--- config.mk ---
export PLATFORM = sky130hd
export DESIGN_NAME = nvm_csum_engine
export DESIGN_NICKNAME = d
export VERILOG_FILES = /design/src/rtl/nvm_csum_pkg.sv /design/src/rtl/nvm_csum_accum.sv /design/src/rtl/nvm_csum_addr_gen.sv /design/src/rtl/nvm_csum_fsm.sv /design/src/rtl/nvm_csum_engine.sv
export SDC_FILE = /design/constraint.sdc
export NUM_CORES = 1
export LEC_CHECK = 0
export BUFFER_PORTS_ARGS = -buffer_cell sky130_fd_sc_hd__buf_2
export CAP_MARGIN = 20
export CORE_ASPECT_RATIO = 0.7
export CORE_MARGIN = 5
export CORE_UTILIZATION = 37
export DETAILED_ROUTE_END_ITERATION = 6
export PLACE_DENSITY_LB_ADDON = 0.25
export SKIP_LAST_GASP = 1
export SYNTH_ARGS = -nofsm -noshare
export SYNTH_HDL_FRONTEND = slang
export SYNTH_SLANG_ARGS = --single-unit
--- constraint.sdc ---
create_clock -name clk -period 3.4 [get_ports clk]
set_input_delay 0.68 -clock clk [delete_from_list [all_inputs] [get_ports clk]]
set_output_delay 0.68 -clock clk [all_outputs]
set_load 0.005 [all_outputs]
--- src/rtl/nvm_csum_pkg.sv ---
package nvm_csum_pkg;

   typedef enum logic [1:0] {
      ST_IDLE  = 2'd0,
      ST_READ  = 2'd1,
      ST_WRITE = 2'd2,
      ST_DONE  = 2'd3
   } csum_state_e;

   typedef enum logic {
      OP_CHECK   = 1'b0,
      OP_REFRESH = 1'b1
   } csum_op_e;

endpackage

--- src/rtl/nvm_csum_accum.sv ---
module nvm_csum_accum #(
   parameter int unsigned            DATA_W    = 16,
   parameter logic [DATA_W-1:0]      SIGNATURE = 16'hBABA
) (
   input  logic              clk,
   input  logic              rst_n,
   input  logic              clr_i,
   input  logic              add_i,
   input  logic [DATA_W-1:0] data_i,
   output logic              match_o,
   output logic [DATA_W-1:0] comp_o
);

   logic [DATA_W-1:0] sum_q;
   logic [DATA_W-1:0] sum_nx;

   // wrapping adder: the carry is simply not kept
   assign sum_nx  = sum_q + data_i;
   assign match_o = (sum_nx == SIGNATURE);
   assign comp_o  = SIGNATURE - sum_q;

   always_ff @(posedge clk or negedge rst_n) begin
      if (!rst_n) begin
         sum_q <= '0;
      end else if (clr_i) begin
         sum_q <= '0;
      end else if (add_i) begin
         sum_q <= sum_nx;
      end
   end

endmodule

--- src/rtl/nvm_csum_addr_gen.sv ---
module nvm_csum_addr_gen #(
   parameter int unsigned ADDR_W    = 8,
   parameter int unsigned CSUM_ADDR = 63
) (
   input  logic              clk,
   input  logic              rst_n,
   input  logic              clr_i,
   input  logic              inc_i,
   input  logic              upd_i,
   output logic [ADDR_W-1:0] addr_o,
   output logic              last_o
);

   localparam logic [ADDR_W-1:0] LAST_CHECK = ADDR_W'(CSUM_ADDR);

   logic [ADDR_W-1:0] cnt_q;
   logic              last_chk;
   logic              last_upd;

   assign last_chk = (cnt_q == LAST_CHECK);

   generate
      if (CSUM_ADDR == 0) begin : g_no_upd_reads
         // refresh never reads in this variant
         assign last_upd = 1'b1;
      end else begin : g_upd_reads
         localparam logic [ADDR_W-1:0] LAST_UPD = ADDR_W'(CSUM_ADDR - 1);
         assign last_upd = (cnt_q == LAST_UPD);
      end
   endgenerate

   assign last_o = upd_i ? last_upd : last_chk;
   assign addr_o = cnt_q;

   always_ff @(posedge clk or negedge rst_n) begin
      if (!rst_n) begin
         cnt_q <= '0;
      end else if (clr_i) begin
         cnt_q <= '0;
      end else if (inc_i) begin
         cnt_q <= cnt_q + 1'b1;
      end
   end

endmodule

--- src/rtl/nvm_csum_fsm.sv ---
module nvm_csum_fsm
   import nvm_csum_pkg::*;
#(
   parameter bit SKIP_UPD_READ = 1'b0
) (
   input  logic clk,
   input  logic rst_n,
   input  logic start_i,
   input  logic mode_i,
   input  logic rd_ack_i,
   input  logic rd_err_i,
   input  logic wr_ack_i,
   input  logic wr_err_i,
   input  logic last_i,
   input  logic match_i,
   output logic upd_o,
   output logic rd_req_o,
   output logic wr_req_o,
   output logic done_o,
   output logic pass_o,
   output logic err_o,
   output logic clr_o,
   output logic add_o,
   output logic inc_o
);

   csum_state_e state_q;
   csum_op_e    op_q;
   logic        pass_q;
   logic        err_q;
   logic        good_rd;

   assign good_rd  = (state_q == ST_READ) && rd_ack_i && !rd_err_i;
   assign clr_o    = (state_q == ST_IDLE) && start_i;
   assign add_o    = good_rd;
   assign inc_o    = good_rd && !last_i;
   assign rd_req_o = (state_q == ST_READ);
   assign wr_req_o = (state_q == ST_WRITE);
   assign done_o   = (state_q == ST_DONE);
   assign pass_o   = pass_q;
   assign err_o    = err_q;
   assign upd_o    = (op_q == OP_REFRESH);

   always_ff @(posedge clk or negedge rst_n) begin
      if (!rst_n) begin
         state_q <= ST_IDLE;
         op_q    <= OP_CHECK;
         pass_q  <= 1'b0;
         err_q   <= 1'b0;
      end else begin
         case (state_q)
            ST_IDLE: begin
               if (start_i) begin
                  op_q   <= csum_op_e'(mode_i);
                  pass_q <= 1'b0;
                  err_q  <= 1'b0;
                  if (mode_i && SKIP_UPD_READ) state_q <= ST_WRITE;
                  else                         state_q <= ST_READ;
               end
            end
            ST_READ: begin
               if (rd_ack_i) begin
                  if (rd_err_i) begin
                     err_q   <= 1'b1;
                     state_q <= ST_DONE;
                  end else if (last_i) begin
                     if (op_q == OP_REFRESH) begin
                        state_q <= ST_WRITE;
                     end else begin
                        pass_q  <= match_i;
                        state_q <= ST_DONE;
                     end
                  end
               end
            end
            ST_WRITE: begin
               if (wr_ack_i) begin
                  err_q   <= wr_err_i;
                  pass_q  <= !wr_err_i;
                  state_q <= ST_DONE;
               end
            end
            default: state_q <= ST_IDLE;
         endcase
      end
   end

endmodule

--- src/rtl/nvm_csum_engine.sv ---
module nvm_csum_engine #(
   parameter int unsigned       ADDR_W    = 8,
   parameter int unsigned       DATA_W    = 16,
   parameter int unsigned       CSUM_ADDR = 63,
   parameter logic [DATA_W-1:0] SIGNATURE = 16'hBABA
) (
   input  logic              clk,
   input  logic              rst_n,
   input  logic              start_i,
   input  logic              mode_i,
   output logic              done_o,
   output logic              pass_o,
   output logic              err_o,
   output logic              rd_req_o,
   output logic [ADDR_W-1:0] rd_addr_o,
   input  logic              rd_ack_i,
   input  logic [DATA_W-1:0] rd_data_i,
   input  logic              rd_err_i,
   output logic              wr_req_o,
   output logic [ADDR_W-1:0] wr_addr_o,
   output logic [DATA_W-1:0] wr_data_o,
   input  logic              wr_ack_i,
   input  logic              wr_err_i
);

   localparam bit SKIP_UPD_READ = (CSUM_ADDR == 0);

   generate
      if (ADDR_W < 1 || ADDR_W > 32) begin : g_bad_addr_w
         $error("nvm_csum_engine: ADDR_W out of range");
      end
      if (DATA_W < 1) begin : g_bad_data_w
         $error("nvm_csum_engine: DATA_W must be positive");
      end
      if (ADDR_W < 32 && CSUM_ADDR >= (64'd1 << ADDR_W)) begin : g_bad_csum
         $error("nvm_csum_engine: CSUM_ADDR does not fit ADDR_W");
      end
   endgenerate

   logic clr;
   logic add;
   logic inc;
   logic upd;
   logic last;
   logic match;

   nvm_csum_fsm #(
      .SKIP_UPD_READ (SKIP_UPD_READ)
   ) u_fsm (
      .clk      (clk),
      .rst_n    (rst_n),
      .start_i  (start_i),
      .mode_i   (mode_i),
      .rd_ack_i (rd_ack_i),
      .rd_err_i (rd_err_i),
      .wr_ack_i (wr_ack_i),
      .wr_err_i (wr_err_i),
      .last_i   (last),
      .match_i  (match),
      .upd_o    (upd),
      .rd_req_o (rd_req_o),
      .wr_req_o (wr_req_o),
      .done_o   (done_o),
      .pass_o   (pass_o),
      .err_o    (err_o),
      .clr_o    (clr),
      .add_o    (add),
      .inc_o    (inc)
   );

   nvm_csum_addr_gen #(
      .ADDR_W    (ADDR_W),
      .CSUM_ADDR (CSUM_ADDR)
   ) u_addr (
      .clk    (clk),
      .rst_n  (rst_n),
      .clr_i  (clr),
      .inc_i  (inc),
      .upd_i  (upd),
      .addr_o (rd_addr_o),
      .last_o (last)
   );

   nvm_csum_accum #(
      .DATA_W    (DATA_W),
      .SIGNATURE (SIGNATURE)
   ) u_acc (
      .clk     (clk),
      .rst_n   (rst_n),
      .clr_i   (clr),
      .add_i   (add),
      .data_i  (rd_data_i),
      .match_o (match),
      .comp_o  (wr_data_o)
   );

   assign wr_addr_o = ADDR_W'(CSUM_ADDR);

endmodule

==> metrics.yaml, run 1 <==
drive_above_1_share: 0.208
clk_path_buf_depth: 2
clkPwrFrac: 0.125
cts_hold_buffers: 0
grt_pass1_wl_um: 10200
rows: 24
die-width_um: 107
cts_resized: 0
grt_usage: 0.149
grt.overflow.total: 0
netSwitchingPower_mw: 1.09
vdd_drop_max_mv: 0.353
syn_area_per_cell_um2: 8.29
r2r_end: "u_fsm.pass_o$_DFFE_PN0P_"
critPathLaunchType: "register"
cts_max_level: 2
met1_usage: 0.227
pwr-share-seq: 0.278
setup_violations: 0
finalCritPeriodShare: 0.891
drv_cap: 0
drtIter0Drc: 56
totalWireLength_um: 6180
antenna_left: 0
boundaryPins: 61
p_per_area_nw_per_um2: 821
portBuffers: 52
clk_latency_ps: 290
fmax_mhz: 330
grt_max_degree: 30
syn_area_um2: 2440
ys.warnings.count: 0
rsz0062_at_grt: "false"
grt_use_met2: 0.215
dr.pass1.iters: 4
arrival_ps: 2350
synth_ff_type: "dfrtp_1"
start_util: 0.387
p_sw_frac: 0.472
ys_seq_area_frac: 0.298
root_buffer: "clkbuf_8"
synth_edf_count: 0
worstHoldPathType: "in -> async"
gp_congestion: 0.829
vias_per_cell: 5.09
intPower_mw: 1.23
clk_pin_slew_ps: 70
fillers: 646
setup-tns-final_ps: 0
final_max_slew_viol_count: 0
place_ws_ps: 388
grtUsageMet3: 0.0381
worst_slack_ps: 372
fin_hold_ws_ps: 419
via_count: 2158
cts_tree: "done"
p_leak_nw: 1.37
die_area_um2: 8340
mostFrequentLayoutCells: "buf_2 (52), nor2_1 (37), nand2_1 (34), dfrtp_1 (29), a21oi_1 (25)"
busiest_layer: "met1"
route.detailed.drc: 0
worst_ep_required_time_ps: 2720
r2r-start: "u_acc.sum_q[0]$_DFFE_PN0P_"
diodes: 0
worst-r2r-cell-count: 10
finalClockSkew_ps: 5.97
register_area_um2: 726
die_height_um: 77.9
syn2layout_area_growth_pct: 15.9
finalHoldViolations: 0
cts_buffers: 5
timing.slew.headroom: 0.354
final_net_count: 392
antenna_found_initial: 0
ys_types: 48
power_frac_comb: 0.597
core_um2: 6310
fin_crit_ps: 3030
worstMarginPinSlew_ps: 970
dp_hpwl_um: 4820
post_cts.repair.setup_buffers: 0
worst-setup-path-type: "reg -> out"
synthCells: 294
end_kind: "primary output"
run_status: "finished clean"
rrSetupSlack_ps: 710
multi_input_area_um2: 1610
cts.sinks: 29
post_drt_wl_per_cell_um: 14.6
critPathMaxFanout: 5
ys_async_sr_fraction: 1.00
synth_seq_cells: 29
layout_commonest_cell: "buf_2"
grt_pass1_vias: 2127
-- worst max-delay path by stage --
stage,to,cells after the start,start,slack [ps]
floorplan,u_fsm.pass_o$_DFFE_PN0P_,10,rd_data_i[0],690
global placement,u_fsm.pass_o$_DFFE_PN0P_,11,rd_data_i[0],450
detailed placement,u_fsm.pass_o$_DFFE_PN0P_,11,rd_data_i[0],390
CTS,wr_data_o[15],9,u_acc.sum_q[1]$_DFFE_PN0P_,330
global route,wr_data_o[15],9,u_acc.sum_q[1]$_DFFE_PN0P_,150
finish,wr_data_o[14],8,u_acc.sum_q[1]$_DFFE_PN0P_,370
-- state kept, by name, summed over array words and instances, names as in the netlist --
register       cells
u_fsm.pass_o       1
u_fsm.err_o        1
u_addr.addr_o      8
u_fsm.upd_o        1
u_fsm.state_q      2
u_acc.sum_q       16
-- metal layers --
metal,up-vias,part of all wire,wire length [µm]
met2,45,0.41,2500
li1,1111,-,-
met1,997,0.54,3320
met4,0,0.0052,32
met5,-,0,0
met3,5,0.052,320
-- critical path, stage by stage, from the launching register on --
cell and delay (ps):
dfrtp_1 450, ha_1 240, o21ai_0 280, nor2_1 150, o21a_1 230, o21a_1 230
o2111ai_1 220, xnor2_1 140, buf_2 130
-- power by group through the flow --
stage | clock network, mW | logic (mW) | registers (mW)
floorplan | 0 | 1.02 | 0.601
global placement | 0 | 1.36 | 0.651
detailed placement | 0 | 1.38 | 0.655
CTS | 0.296 | 1.39 | 0.649
global route | 0.312 | 1.56 | 0.667
finish | 0.289 | 1.39 | 0.646
-- area by class of cell --
class,instances,share of cell area
Timing Repair Buffer,54,0.0974
Tap cell,78,0.0345
Clock buffer,5,0.0243
Sequential cell,29,0.257
Multi-Input combinational cell,246,0.569
Clock inverter,3,0.00620
Inverter,9,0.0120
-- cell families (layout without fill, tap and decap cells) --
kind of cell / count (synthesis) / after routing / synth area share
AOI/OAI and AO/OA: 71 / 71 / 0.189
DFF: 29 / 29 / 0.298
xor gates and xnor gates: 35 / 35 / 0.126
and+or+nand+nor: 107 / 107 / 0.203
buffers and inverters: 25 / 71 / 0.0523
other: 2 / 8 / 0.00308
adders and majority gates: 23 / 23 / 0.121
muxes: 2 / 2 / 0.00821
-- Yosys cell counts, types with 2 or more instances --
master	instances	area, µm²
nand2_1	34	128
or2_2	2	12.5
mux2i_1	2	20.0
conb_1	2	7.51
nand3_1	6	30.0
nand4_1	4	25.0
nor3b_1	2	15.0
o21ai_1	2	10.0
buf_4	9	67.6
a21o_1	3	22.5
clkbuf_1	7	26.3
o211ai_1	2	15.0
a211oi_1	3	22.5
inv_1	9	33.8
dfrtp_1	29	726
nor2_1	37	139
a21oi_1	25	125
o21ai_0	16	80.1
a31oi_1	2	12.5
a21oi_2	2	17.5
nor2b_1	4	25.0
and3_1	4	25.0
xor2_1	22	193
ha_1	22	275
and2_1	2	12.5
o21a_1	5	37.5
nor3_1	4	20.0
xnor2_1	13	114
-- through the flow --
stage | utilization | instance area, µm² | std cells | total power [mW]
finish | 0.448 | 2830 | 424 | 2.32
detailed placement | 0.435 | 2740 | 416 | 2.04
global placement | 0.435 | 2740 | 416 | 2.02
floorplan | - | 2460 | 300 | 1.62
global route | 0.448 | 2830 | 424 | 2.54
CTS | 0.448 | 2830 | 424 | 2.34
(Power assumes the default switching activity.)
==> run 2, diff against run 1 <==
==> constraint.sdc (replaced) <==
create_clock -name clk -period 3.4 [get_ports clk]
set_input_delay 0.51 -clock clk [delete_from_list [all_inputs] [get_ports clk]]
set_output_delay 0.51 -clock clk [all_outputs]
set_load 0.005 [all_outputs]
==> run 2 against run 1 <==
  * Final cell count stayed put
  * Global-route usage decreased by 0.46 points
  * Sequential power rose by 0.6%
  * Core utilization rose by 0.75 points
  * Hold slack got worse by 150 ps
  * Non-clock buffer count unchanged
  * Critical path type unchanged
  * Critical endpoint is now wr_data_o[15]
==> metrics.yaml, run 2 (synthesis gave the netlist of run 1 again) <==
start_util: 0.387  # unchanged
finalHoldViolations: 0  # unchanged
die-width_um: 107  # unchanged
run_status: "finished clean"
layout_commonest_cell: "buf_2"
syn2layout_area_growth_pct: 17.9
via_count: 2130  # -1.3%
vias_per_cell: 5.02  # -1.3%
worst_slack_ps: 547  # +175 ps
cts_hold_buffers: 0  # unchanged
core_um2: 6310  # unchanged
cp_top_family: "compound AO/OA/AOI/OAI gates"
grt.overflow.total: 0  # unchanged
setup_violations: 0  # unchanged
cts_tree: "done"
final_max_slew_viol_count: 0  # unchanged
rrSetupSlack_ps: 760  # +50 ps
totalWireLength_um: 6100  # -1.3%
post_cts.repair.setup_buffers: 0  # unchanged
clk_latency_ps: 280  # about the same
clk_pin_slew_ps: 70  # about the same
p_leak_nw: 1.40  # +1.8%
path_buf_inv: 1  # unchanged
crit_cells: 9  # +1
worst_ep_required_time_ps: 2890  # +170 ps
p_per_area_nw_per_um2: 855  # +4.2%
fillers: 653  # +1.1%
slowest_delay_ps: 450  # about the same
vdd_drop_max_mv: 0.385  # +9.0%
netSwitchingPower_mw: 1.08  # -1.2%
cts.sinks: 29  # unchanged
setup-tns-final_ps: 0  # unchanged
route.detailed.drc: 0  # unchanged
final_net_count: 392  # unchanged
fmax_mhz: 351  # +6.1%
boundaryPins: 61  # unchanged
post_drt_wl_per_cell_um: 14.4  # -1.3%
end_kind: "primary output"
finalClockSkew_ps: 3.78  # -2.20 ps
worst-r2r-cell-count: 10  # unchanged
grt_usage: 0.145  # -0.00456
largest_reg_flops: 16  # unchanged
fin_crit_ps: 2850  # -175 ps
root_buffer: "clkbuf_8"
rows: 24  # unchanged
slowest_stage: "dfrtp_1"
antenna_found_initial: 0  # unchanged
die_area_um2: 8340  # unchanged
top_register: "u_acc.sum_q"
rsz0062_at_grt: "false"
r2r-start: "u_acc.sum_q[0]$_DFFE_PN0P_"
critPathLaunchType: "register"
finalCritPeriodShare: 0.839  # -0.0516
grt_pass1_vias: 2012  # -5.4%
critPathMaxFanout: 5  # unchanged
grt_pass1_wl_um: 9910  # -3.3%
worstMarginPinSlew_ps: 999  # +29.7 ps
worstHoldPathType: "in -> async"
cts_resized: 0  # unchanged
fin_hold_ws_ps: 266  # -153 ps
pwr-share-seq: 0.264  # -0.014
p_sw_frac: 0.440  # -0.0315
cts_buffers: 5  # unchanged
drtIter0Drc: 95  # +70%
dp_hpwl_um: 4810  # -0.36%
mostFrequentLayoutCells: "buf_2 (52), nor2_1 (37), nand2_1 (34), dfrtp_1 (29), a21oi_1 (25)"
timing.slew.headroom: 0.334  # -0.0198
worst-setup-path-type: "reg -> out"
gp_congestion: 0.827  # -0.19%
startpoint: "u_acc.sum_q[1]$_DFFE_PN0P_"
grt_max_degree: 30  # unchanged
place_ws_ps: 577  # +189 ps
p_total_mw: 2.46  # +5.9%
arrival_ps: 2340  # about the same
clkPwrFrac: 0.176  # +0.051
die_height_um: 77.9  # unchanged
portBuffers: 52  # unchanged
cts_max_level: 2  # unchanged
intPower_mw: 1.38  # +12%
dr.pass1.iters: 4  # unchanged
drv_cap: 0  # unchanged
diodes: 0  # unchanged
drive_above_1_share: 0.208  # unchanged
power_frac_comb: 0.559  # -0.038
antenna_left: 0  # unchanged
path_cells: "a21oi_1 > nor3b_1 > o21a_1 > o21a_1 > nor2_1 > nor2_1 > a21oi_1 > xor2_1 > buf_2"
clk_path_buf_depth: 2  # unchanged
## run 2: cell types whose count changed in the layout (fill, tap and decap cells not counted)
cell / before / now
bufinv_16: 0 / 2
clkinvlp_4: 1 / 0
clkinv_2: 2 / 1
## run 2: final timing paths
kind                                                 to
min reg2reg                u_addr.addr_o[5]$_DFFE_PN0P_
max                                       wr_data_o[15]
min in group clk                u_fsm.upd_o$_DFFE_PN0P_
max reg2reg                    u_fsm.pass_o$_DFFE_PN0P_
max in group asynchronous    u_acc.sum_q[0]$_DFFE_PN0P_
min                        u_addr.addr_o[4]$_DFFE_PN0P_
## run 2: per-layer routing
layer	global-route usage	vias up	share of wire
met5	0	-	0
met2	0.205	54	0.41
met4	0.0153	0	0
li1	-	1106	-
met1	0.225	970	0.53
met3	0.0381	0	0.057
## run 2: cell type report
cell class                 count  area [µm²]  share of cell area
tap                           78        97.6              0.0340
inverter                       9        33.8              0.0118
multi-input combinational    246        1610               0.559
clock buffer                   5        68.8              0.0239
timing repair buffer          54         275              0.0958
sequential                    29         726               0.253
clock inverter                 3        65.1              0.0226
## run 2: through the flow
step / cells / utilization / instance area (µm²)
final: 424 / 0.456 / 2870
after global routing: 424 / 0.456 / 2870
after CTS: 424 / 0.456 / 2870
after detailed placement: 416 / 0.435 / 2740
after global placement: 416 / 0.435 / 2740
after floorplan: 300 / - / 2460
## run 2: power groups by stage
stage               combinational [mW]  sequential, mW  clock, mW
floorplan                         1.02           0.601          0
global route                      1.55           0.671      0.460
CTS                               1.39           0.649      0.440
detailed placement                1.38           0.654          0
finish                            1.37           0.650      0.433
global placement                  1.36           0.651          0
